**src/rtl/symbol_timing_recovery.sv**
```systemverilog
module symbol_timing_recovery #(
  parameter int SYM_W = 2
) (
  input  logic             clk,
  input  logic             rst_n,
  input  logic             tick,
  input  logic [SYM_W-1:0] sym_in,
  output logic             rx_strobe,
  output logic [SYM_W-1:0] rx_sym
);
  localparam int OSR = 32;
  localparam int PW  = $clog2(OSR);
  localparam logic [PW-1:0] MID = PW'(OSR / 2);
  localparam logic [PW-1:0] ONE = PW'(1);
  localparam logic [PW-1:0] TWO = PW'(2);

  logic [PW-1:0]    phase, phase_nx;
  logic [SYM_W-1:0] last_sym;
  logic             edge_seen, early;

  assign edge_seen = sym_in != last_sym;
  assign early     = phase[PW-1];

  always_comb begin
    if (!edge_seen)       phase_nx = phase + ONE;
    else if (phase == '0) phase_nx = ONE;
    else if (early)       phase_nx = phase + TWO;
    else                  phase_nx = phase;
  end

  always_ff @(posedge clk) begin
    if (!rst_n) begin
      phase     <= '0;
      last_sym  <= '0;
      rx_strobe <= 1'b0;
      rx_sym    <= '0;
    end else begin
      rx_strobe <= 1'b0;
      if (tick) begin
        phase    <= phase_nx;
        last_sym <= sym_in;
        if (phase_nx == MID && phase != MID) begin
          rx_strobe <= 1'b1;
          rx_sym    <= sym_in;
        end
      end
    end
  end

  AST_STROBE_AFTER_TICK: assert property (@(posedge clk) disable iff (!rst_n)
    rx_strobe |-> $past(tick));
  AST_STROBE_SINGLE: assert property (@(posedge clk) disable iff (!rst_n)
    rx_strobe |=> !rx_strobe);
  AST_STROBE_AT_MID: assert property (@(posedge clk) disable iff (!rst_n)
    rx_strobe |-> phase == MID);
  AST_SYM_HELD: assert property (@(posedge clk) disable iff (!rst_n)
    !rx_strobe |-> $stable(rx_sym));
  AST_IDLE_FROZEN: assert property (@(posedge clk) disable iff (!rst_n)
    !tick |=> $stable(phase) && $stable(last_sym) && !rx_strobe);
  AST_ZERO_NO_CORR: assert property (@(posedge clk) disable iff (!rst_n)
    tick && edge_seen && phase == '0 |=> phase == ONE);
endmodule

```
**config.mk**
```make
export PLATFORM = sky130hd
export DESIGN_NAME = symbol_timing_recovery
export DESIGN_NICKNAME = d
export VERILOG_FILES = /design/src/rtl/symbol_timing_recovery.sv
export SDC_FILE = /design/constraint.sdc
export NUM_CORES = 1
export LEC_CHECK = 0
export BUFFER_PORTS_ARGS = -buffer_cell sky130_fd_sc_hd__buf_2
export CAP_MARGIN = 20
export CORE_AREA = 3 3 40 42
export CTS_CLUSTER_DIAMETER = 60
export DETAILED_ROUTE_END_ITERATION = 12
export DIE_AREA = 0 0 43 45
export PLACE_DENSITY = 0.69
export SETUP_SLACK_MARGIN = 0.15
export SLEW_MARGIN = 10
export SYNTH_ARGS = -nofsm -noshare
export SYNTH_HDL_FRONTEND = slang
export SYNTH_SLANG_ARGS = --single-unit
```
**constraint.sdc**
```tcl
create_clock -name clk -period 2.8 [get_ports clk]
set_clock_uncertainty 0.2 [all_clocks]
set_input_delay 0.28 -clock clk [delete_from_list [all_inputs] [get_ports clk]]
set_output_delay 0.28 -clock clk [all_outputs]
set_load 0.1 [all_outputs]
```
==> results of run 1 <==
[cells in the mapped netlist, drive strengths merged]
master / count
dfxtp: 10
a32o: 1
nand3: 2
nor2: 7
xnor2: 3
a2111oi: 1
a21oi: 5
xor2: 4
mux2: 1
a2111o: 1
a211oi: 4
a221oi: 1
o21ai: 1
nand2: 8
nor3: 1
clkbuf: 1
nand3b: 2
mux2i: 5
buf: 2
nand2b: 1
o211ai: 1
a22o: 1
ha: 3
a22oi: 1
inv: 5
a21o: 1
nor3b: 1
o31ai: 1
nand4b: 1
[state kept, by name, summed over array words and instances (netlist names)]
| name | flops |
|---|---|
| rx_strobe | 1 |
| last_sym | 2 |
| rx_sym | 2 |
| phase | 5 |
[cell families (layout without fill, tap and decap cells)]
logic type               count (synthesis)  after routing
AO/OA/AOI/OAI                           19             19
XOR/XNOR                                 7              7
flip-flops                              10             10
multiplexers                             6              6
AND/OR/NAND/NOR                         23             23
adder cells (fa/ha/maj)                  3              3
buffers and inverters                    8             16
[layout make-up]
type                    instances  area (sq um)
fillers                       122         559.3
multi-input cells              58         416.7
flip-flops and latches         10         200.2
clock buffers                   4         36.28
repair buffers                  7         35.03
inverters                       5         18.77
well taps                      15         18.77
[through the flow]
stage               cell area, sq um  utilization  setup slack, ps
detailed placement             689.4       0.5365            546.8
floorplan                      649.4            -            742.2
finish                         725.7       0.5648            520.6
CTS                            725.7       0.5648            533.9
global route                   725.7       0.5648            354.8
global placement               689.4       0.5365            585.2
[worst min-delay path, stage by stage]
cell and delay (ps):
buf_2 130, nand2_1 60, mux2i_1 60
[power breakdown]
group | leakage [nW] | switching, mW | total, mW | internal, mW
clock network | 0.0210 | 0.0537 | 0.133 | 0.0790
logic | 0.212 | 0.0562 | 0.0929 | 0.0367
registers | 0.0817 | 0.0126 | 0.163 | 0.150
total | 0.315 | 0.123 | 0.389 | 0.266
[cell usage in the layout, fill, tap and decap left out, types with 4 or more instances in the layout]
master    count
a211oi_1      4
a21oi_1       4
buf_2         7
dfxtp_1      10
inv_1         5
mux2i_1       5
nand2_1       8
nor2_1        7
xor2_1        4
[worst max path at each step]
| stage | startpoint | slack (ps) | cells past startpoint | end |
|---|---|---|---|---|
| finish | phase[0] | 520 | 7 | rx_sym[1] |
| global placement | phase[1] | 590 | 7 | rx_sym[1] |
| global route | phase[1] | 350 | 7 | rx_sym[1] |
| floorplan | phase[0] | 740 | 7 | rx_sym[0] |
| CTS | phase[1] | 530 | 7 | rx_sym[1] |
| detailed placement | phase[1] | 550 | 7 | rx_sym[0] |
[per-layer routing]
metal,global-route usage,vias up,share of wire
li1,-,287,-
met1,0.2063,271,0.46
met2,0.2754,16,0.47
met3,0.02390,3,0.048
met4,0.07831,0,0.016
met5,0,-,0
==> results.py, run 1 <==
metrics = {
    "run_status": {
        "outcome": "finished clean",
    },
    "setup_path": {
        "path_class": "reg2reg",
        "start_kind": "flop",
        "critPathArrivalTime_ps": 2240,
        "reg2reg_from": "phase[0]",
        "critPathBufInv": 1,
        "cp_max_fo": 5,
        "critPathCaptureType": "flop",
        "worstReg2RegEnd": "rx_sym[1]",
        "max_stage_delay_ps": 450,
        "cp_cell_sequence": "inv_1 -> ha_1 -> nor3b_1 -> a2111oi_2 -> a21oi_1 -> a2111o_1 -> mux2i_1",
        "crit_family": "compound AO/OA/AOI/OAI gates",
        "ff2ff_path_depth": 7,
        "worstPathRequired_ps": 2760,
        "crit_slowest_cell": "a2111o_1",
        "rrSetupSlack_ps": 520,
    },
    "cts": {
        "ctsHoldBuffers": 0,
        "clk_pin_slew_ps": 70,
        "root_buffer": "clkbuf_4",
        "worst_skew_pair.late_latency_ps": 270,
        "clock_sinks": 10,
        "cts_resized": 0,
        "cts_buffers": 3,
        "post_cts_buffers": 0,
        "h-tree-depth": 1,
        "cts_max_path_buffers": 2,
        "cts_tree": "yes",
    },
    "sta": {
        "maxSlewViolCount": 0,
        "fmax_ghz": 0.4387,
        "period_needed_ps": 2279,
        "setup_viol": 0,
        "final_hold_viol_count": 0,
        "post-route-period-util": 0.8141,
        "rsz0062_at_grt": "false",
        "fin_hold_ws_ps": 98.38,
        "worst_pin_slew_ps": 531.0,
        "slew_headroom": 0.6453,
        "setup_tns_ps": 0,
    },
    "drt": {
        "via_per_inst": 5.828,
        "first_iter_violations": 14,
        "vias": 577,
        "ant_nets": 0,
        "detail_route.first_pass.iterations": 4,
        "drc": 0,
        "wl_mm": 1.319,
        "detail_route.wl_per_cell_um": 13.32,
    },
    "min_path": {
        "holdPathStages": 3,
        "hold_end": "rx_sym[0]",
        "hp-class": "in2reg",
        "hp-start": "sym_in[0]",
    },
    "finish": {
        "diodes": 0,
        "finish.net_count": 93,
        "layout-drive-gt1-share": 0.1667,
        "area_growth_pct": 11.75,
        "layout.cells.non_filler": 99,
    },
    "synthesis": {
        "yosysWarnings": 0,
        "seq_area_frac_synth": 0.3083,
        "synth_xor_area_frac": 0.09441,
        "synth_nets": 84,
        "yosys.area_share.simple": 0.1676,
        "synth_area_leaders": "dfxtp_1, mux2i_1, ha_1, xor2_1, a211oi_1",
        "synth_top_family_by_area": "compound AO/OA/AOI/OAI gates",
        "synthMuxAreaShare": 0.09441,
        "yosysTopAreaCell": "dfxtp_1",
        "synth_compound_area_frac": 0.2274,
        "yosys.cell_types.count": 31,
        "synth_seq_cells": 10,
        "avgSynthCellArea_sq_um": 8.544,
        "synth_top_area_share": 0.3083,
        "synthAdderAreaFrac": 0.05780,
        "synthCells": 76,
        "syn_area_sq_um": 649.4,
    },
    "place": {
        "place_hpwl_um": 994.3,
        "dp.cells": 95,
        "portBuffers": 7,
        "gp_congestion": 0.7815,
    },
    "floorplanning": {
        "num_rows": 13,
        "die_w_um": 43,
        "core_area_sq_um": 1285,
        "die_h_um": 45,
        "initial_utilization": 0.5054,
        "num_io_pins": 8,
        "dieArea_sq_um": 1935,
    },
    "global_routing": {
        "grt_pass1_vias": 556,
        "antenna_found_initial": 0,
        "grt_pass1_wl_mm": 2.428,
        "grt-ovfl-total": 0,
        "grtUsageTotal": 0.1636,
        "grt_max_degree": 14,
    },
    "power_and_ir_drop": {
        "peakVddDrop_v": 0.0002746,
        "p_leak_nw": 0.3149,
        "finalPower_mw": 0.3885,
        "power_density_nw_per_um2": 535.4,
    },
    "job": {
        "cap_viol_max_count": 0,
    },
}
No activity file was read; power rests on OpenSTA's default activity.
==> inputs of run 2 (changes only) <==
--- a/config.mk
+++ b/config.mk
@@ -7,11 +7,11 @@
 export LEC_CHECK = 0
 export BUFFER_PORTS_ARGS = -buffer_cell sky130_fd_sc_hd__buf_2
 export CAP_MARGIN = 20
-export CORE_AREA = 3 3 40 42
+export CORE_MARGIN = 3
+export CORE_UTILIZATION = 48
 export CTS_CLUSTER_DIAMETER = 60
 export DETAILED_ROUTE_END_ITERATION = 12
-export DIE_AREA = 0 0 43 45
-export PLACE_DENSITY = 0.69
+export PLACE_DENSITY = 0.71
 export SETUP_SLACK_MARGIN = 0.15
 export SLEW_MARGIN = 10
 export SYNTH_ARGS = -nofsm -noshare
==> constraint.sdc (replaced) <==
create_clock -name clk -period 2 [get_ports clk]
set_clock_uncertainty 0.2 [all_clocks]
set_input_delay 0.2 -clock clk [delete_from_list [all_inputs] [get_ports clk]]
set_output_delay 0.2 -clock clk [all_outputs]
set_load 0.1 [all_outputs]
==> results.py, run 2 (synthesis results as in run 1) <==
metrics = {
    "run_status": {
        "outcome": "finished clean",
    },
    "cts": {
        "worst_skew_pair.late_latency_ps": 260,
        "h-tree-depth": 1,
        "cts_buffers": 3,
        "cts_max_path_buffers": 2,
        "root_buffer": "clkbuf_4",
        "cts_tree": "yes",
        "clock_sinks": 10,
        "clk_pin_slew_ps": 60,
    },
    "setup_path": {
        "worstSetupPathDepth": 6,
        "worstPathRequired_ps": 1940,
        "crit_slowest_cell": "a2111o_1",
        "critPathCaptureType": "flop",
        "critPathBufInv": 0,
        "ff2ff_path_depth": 6,
        "setup.worst_path.start": "phase[1]",
        "max_stage_delay_ps": 450,
        "start_kind": "flop",
        "cp_max_fo": 4,
        "crit_family": "multiplexers",
        "critPathArrivalTime_ps": 1920,
        "cp_cell_sequence": "ha_4 -> mux2i_1 -> nand3_1 -> mux2_4 -> a2111o_1 -> mux2i_1",
        "reg2reg_from": "phase[1]",
        "path_class": "reg2reg",
        "cpMostUsedCell": "mux2i_1",
    },
    "floorplanning": {
        "die_w_um": 42.78,
        "dieArea_sq_um": 1830,
        "core_area_sq_um": 1186,
        "num_io_pins": 8,
        "num_rows": 12,
        "die_h_um": 42.78,
        "initial_utilization": 0.5475,
    },
    "sta": {
        "setup_tns_ps": 0,
        "slew_headroom": 0.6797,
        "fmax_ghz": 0.5055,
        "worst_pin_slew_ps": 483.8,
        "fin_hold_ws_ps": 35.97,
        "worst_slack_ps": 21.70,
        "period_needed_ps": 1978,
        "final_hold_viol_count": 0,
        "setup_viol": 0,
        "post-route-period-util": 0.9892,
        "rsz0062_at_grt": "true",
        "maxSlewViolCount": 0,
    },
    "min_path": {
        "hp-start": "rst_n",
        "holdPathStages": 3,
        "hp-class": "in2reg",
    },
    "place": {
        "portBuffers": 7,
        "pre_cts_ws_ps": 18.81,
        "place_hpwl_mm": 1.158,
        "placed_cell_area_sq_um": 790.8,
        "gp_congestion": 0.8833,
    },
    "power_and_ir_drop": {
        "pwr-share-comb": 0.329,
        "pwr-share-clk": 0.258,
        "peakVddDrop_v": 0.0004983,
        "p_leak_nw": 0.3846,
        "sw_frac_of_total": 0.3266,
        "p_sw_mw": 0.1794,
        "power_density_nw_per_um2": 622.7,
        "seqPwrFrac": 0.413,
        "intPower_mw": 0.3698,
    },
    "drt": {
        "first_iter_violations": 21,
        "drc": 0,
        "ant_nets": 0,
        "detail_route.first_pass.iterations": 4,
        "wl_mm": 1.554,
        "via_per_inst": 5.771,
        "detail_route.wl_per_cell_um": 14.26,
        "vias": 629,
    },
    "finish": {
        "layout-drive-gt1-share": 0.3895,
        "largest_reg_flops": 5,
        "stdcell_area_sq_um": 882.1,
        "final_cell_mix": "buf_4, nand2_1, nor2_1, buf_2, dfxtp_1",
        "multi_input_area_sq_um": 491.7,
        "area.sequential_sq_um": 210.2,
        "final_common_cell": "buf_4",
        "fillCellCount": 85,
        "reg_top3": "phase x5, last_sym x2, rx_sym x2",
        "area_growth_pct": 35.84,
        "regMostFlops": "phase",
        "diodes": 0,
        "finish.net_count": 104,
    },
    "global_routing": {
        "grt_max_degree": 14,
        "antenna_found_initial": 0,
        "grt-ovfl-total": 0,
        "grt_pass1_wl_mm": 2.601,
        "grtUsageTotal": 0.1856,
        "grt_pass1_vias": 584,
    },
    "job": {
        "cap_viol_max_count": 0,
    },
}
[run 2: cell types whose count changed in the layout (fill, tap and decap cells not counted), moves of 2 or more]
| cell | before | now |
|---|---|---|
| buf_4 | 0 | 11 |
| dfxtp_1 | 10 | 6 |
| dfxtp_2 | 0 | 2 |
| dfxtp_4 | 0 | 2 |
| ha_1 | 3 | 1 |
| ha_4 | 0 | 2 |
| xnor2_1 | 3 | 1 |
| xnor2_2 | 0 | 2 |
[run 2: path summary, 6_finish.rpt]
check	to	slack [ps]
max reg2reg	rx_sym[1]	20
min reg2reg	rx_sym[0]	260
min	rx_sym[1]	40
max	rx_sym[1]	20
[run 2: layout make-up]
type | count | share of cell area
multi-input cells | 58 | 0.5574
inverters | 5 | 0.02128
well taps | 14 | 0.01986
repair buffers | 18 | 0.1333
clock buffers | 4 | 0.02979
flip-flops and latches | 10 | 0.2383
[run 2: per-layer routing]
| metal | vias up | wire (um) | global-route usage |
|---|---|---|---|
| met5 | - | 0 | 0 |
| met4 | 0 | 8 | 0.03727 |
| met3 | 2 | 78 | 0.06356 |
| met2 | 14 | 756 | 0.2964 |
| met1 | 299 | 710 | 0.2398 |
| li1 | 314 | - | - |
[run 2: power groups by stage]
| stage | Sequential [mW] | Clock, mW | Combinational [mW] |
|---|---|---|---|
| floorplan | 0.240 | 0 | 0.100 |
| global placement | 0.229 | 0 | 0.155 |
| detailed placement | 0.230 | 0 | 0.159 |
| CTS | 0.226 | 0.148 | 0.167 |
| global route | 0.228 | 0.160 | 0.197 |
| finish | 0.227 | 0.142 | 0.181 |
[run 2: timing repair]
item | CTS | global route
endpoints found under the hold margin | 0 | 0
setup endpoints to repair | 3 | 6
resized for setup | 4 | 7
setup buffers | 1 | 1
pin swaps | 0 | 1
hold buffers | 0 | 0
[run 2: worst reg2reg max path, stage by stage, from the launching register on]
cell and delay, ps:
dfxtp_4 390, ha_4 210, mux2i_1 130, nand3_1 80, mux2_4 260, a2111o_1 450, mux2i_1 140
[run 2: through the flow]
step                  util  total power [mW]  std cells
floorplan                -            0.3401         76
global placement    0.6667            0.3844        103
detailed placement  0.6667            0.3889        103
CTS                 0.7131            0.5403        108
global route        0.7437            0.5852        109
finish              0.7437            0.5492        109
==> inputs of run 3 (changes only) <==
--- a/config.mk
+++ b/config.mk
@@ -7,11 +7,12 @@
 export LEC_CHECK = 0
 export BUFFER_PORTS_ARGS = -buffer_cell sky130_fd_sc_hd__buf_2
 export CAP_MARGIN = 20
-export CORE_MARGIN = 3
+export CORE_MARGIN = 1
 export CORE_UTILIZATION = 48
 export CTS_CLUSTER_DIAMETER = 60
 export DETAILED_ROUTE_END_ITERATION = 12
 export PLACE_DENSITY = 0.71
+export RECOVER_POWER = 100
 export SETUP_SLACK_MARGIN = 0.15
 export SLEW_MARGIN = 10
 export SYNTH_ARGS = -nofsm -noshare
==> results.py, run 3 (synthesis results as in run 1) <==
metrics = {
    "setup_path": {
        "max_stage_delay_ps": 430,
        "path_class": "reg2reg",
        "worstPathRequired_ps": 1960,
        "cp_cell_sequence": "buf_4 -> ha_4 -> nand2b_1 -> a211oi_1 -> a221oi_1 -> a2111o_1 -> mux2i_1",
        "rrSetupSlack_ps": 5,
        "crit_slowest_cell": "a2111o_1",
        "critPathArrivalTime_ps": 1950,
        "reg2reg_from": "phase[0]",
        "critPathCaptureType": "flop",
        "cp_max_fo": 4,
        "start_kind": "flop",
        "setup.worst_path.start": "phase[0]",
    },
    "min_path": {
        "hp-start": "rst_n",
        "hp-class": "in2reg",
    },
    "floorplanning": {
        "initial_utilization": 0.5475,
        "die_h_um": 38.78,
        "core_area_sq_um": 1186,
        "num_rows": 12,
        "num_io_pins": 8,
        "dieArea_sq_um": 1504,
        "die_w_um": 38.78,
    },
    "drt": {
        "first_iter_violations": 25,
        "ant_nets": 0,
        "wl_met3_um": 83,
        "drc": 0,
        "via_per_inst": 5.723,
        "vias": 641,
        "dr_wl_met2_um": 725,
        "wl_mm": 1.573,
        "detail_route.first_pass.iterations": 4,
        "wl_met1_um": 749,
        "detail_route.wl_per_cell_um": 14.04,
        "routed.top_layer": "met4",
    },
    "finish": {
        "regMostFlops": "phase",
        "layout-drive-gt1-share": 0.4082,
        "final_cell_mix": "buf_4, nand2_1, nor2_1",
        "final_common_cell": "buf_4",
        "fillCellCount": 78,
        "finish.net_count": 107,
        "reg_top3": "phase x5, last_sym x2, rx_sym x2",
        "stdcell_area_sq_um": 927.1,
        "final_util": 0.7816,
        "area_growth_pct": 42.77,
        "diodes": 0,
        "largest_reg_flops": 5,
    },
    "global_routing": {
        "grt_pass1_wl_mm": 2.463,
        "grt_pass1_vias": 579,
        "grtUsageTotal": 0.2461,
        "grt-ovfl-total": 0,
        "antenna_found_initial": 0,
        "grt_max_degree": 14,
    },
    "sta": {
        "post-route-period-util": 0.9974,
        "fin_hold_ws_ps": 18.13,
        "period_needed_ps": 1995,
        "slew_headroom": 0.6429,
        "rsz0062_at_grt": "true",
        "maxSlewViolCount": 0,
        "final_hold_viol_count": 0,
        "worst_pin_slew_ps": 537.9,
        "setup_viol": 0,
        "fmax_ghz": 0.5013,
    },
    "place": {
        "portBuffers": 7,
        "placed_cell_area_sq_um": 775.7,
        "gp_congestion": 0.8286,
        "place_hpwl_um": 990.1,
    },
    "cts": {
        "h-tree-depth": 1,
        "cts_tree": "yes",
        "cts_buffers": 3,
        "clk_pin_slew_ps": 60,
        "ctsHoldBuffers": 0,
        "cts_max_path_buffers": 2,
        "clock_sinks": 10,
        "worst_skew_pair.late_latency_ps": 270,
        "root_buffer": "clkbuf_4",
    },
    "power_and_ir_drop": {
        "power_density_nw_per_um2": 618.0,
        "p_leak_nw": 0.3932,
        "peakVddDrop_v": 0.0003677,
    },
    "job": {
        "cap_viol_max_count": 0,
    },
    "run_status": {
        "outcome": "finished clean",
    },
}
## run 3: cell count changes in the layout (fill, tap and decap cells not counted), sizes merged
cell	previous run	this run
buf	18	17
clkbuf	4	8
## run 3: worst paths after layout
check / end / depth (start not counted)
max reg2reg: rx_sym[1] / 7
min reg2reg: rx_sym[0] / 2
max: rx_sym[1] / 7
min: rx_sym[0] / 3
## run 3: area by class of cell
class | count | area, sq um | share of cell area
repair buffers | 21 | 147.6 | 0.1592
clock buffers | 4 | 26.28 | 0.02834
multi-input cells | 58 | 504.2 | 0.5439
inverters | 5 | 21.27 | 0.02294
flip-flops and latches | 10 | 210.2 | 0.2267
well taps | 14 | 17.52 | 0.01889
## run 3: power by group
part,switching (mW),internal (mW)
clock,0.0684,0.0772
combinational,0.109,0.0933
sequential,0.0134,0.212
total,0.191,0.382
## run 3: timing repair
item | 4_1_cts | 5_1_grt
endpoints found under the hold margin | 0 | 0
endpoints found under the setup margin | 3 | 5
setup buffers | 6 | 1
pin swaps | 4 | 2
resized for setup | 13 | 5
## run 3: metal layers
layer,up-vias,global-route usage
li1,320,-
met1,297,0.2847
met2,22,0.4167
met3,2,0.09249
met4,0,0.06897
met5,-,0
## run 3: per-stage QoR
step | std cells | worst slack [ps] | TNS (ps) | total power, mW
2_1_floorplan | 76 | 122.1 | 0 | 0.3401
3_3_place_gp | 101 | 43.43 | 0 | 0.3788
3_5_place_dp | 101 | 31.71 | 0 | 0.3796
4_1_cts | 111 | 22.22 | 0 | 0.5615
5_1_grt | 112 | -104.1 | -206.9 | 0.6082
6_report | 112 | 5.228 | 0 | 0.5730
## run 3: worst max-delay path, delay by kind of cell, from the launching register on
family / cells / cell delay (ps)
fa+ha+maj: 1 / 170
flops: 1 / 360
simple gates: 1 / 140
compound gates: 3 / 730
buf+inv: 1 / 150
mux: 1 / 140
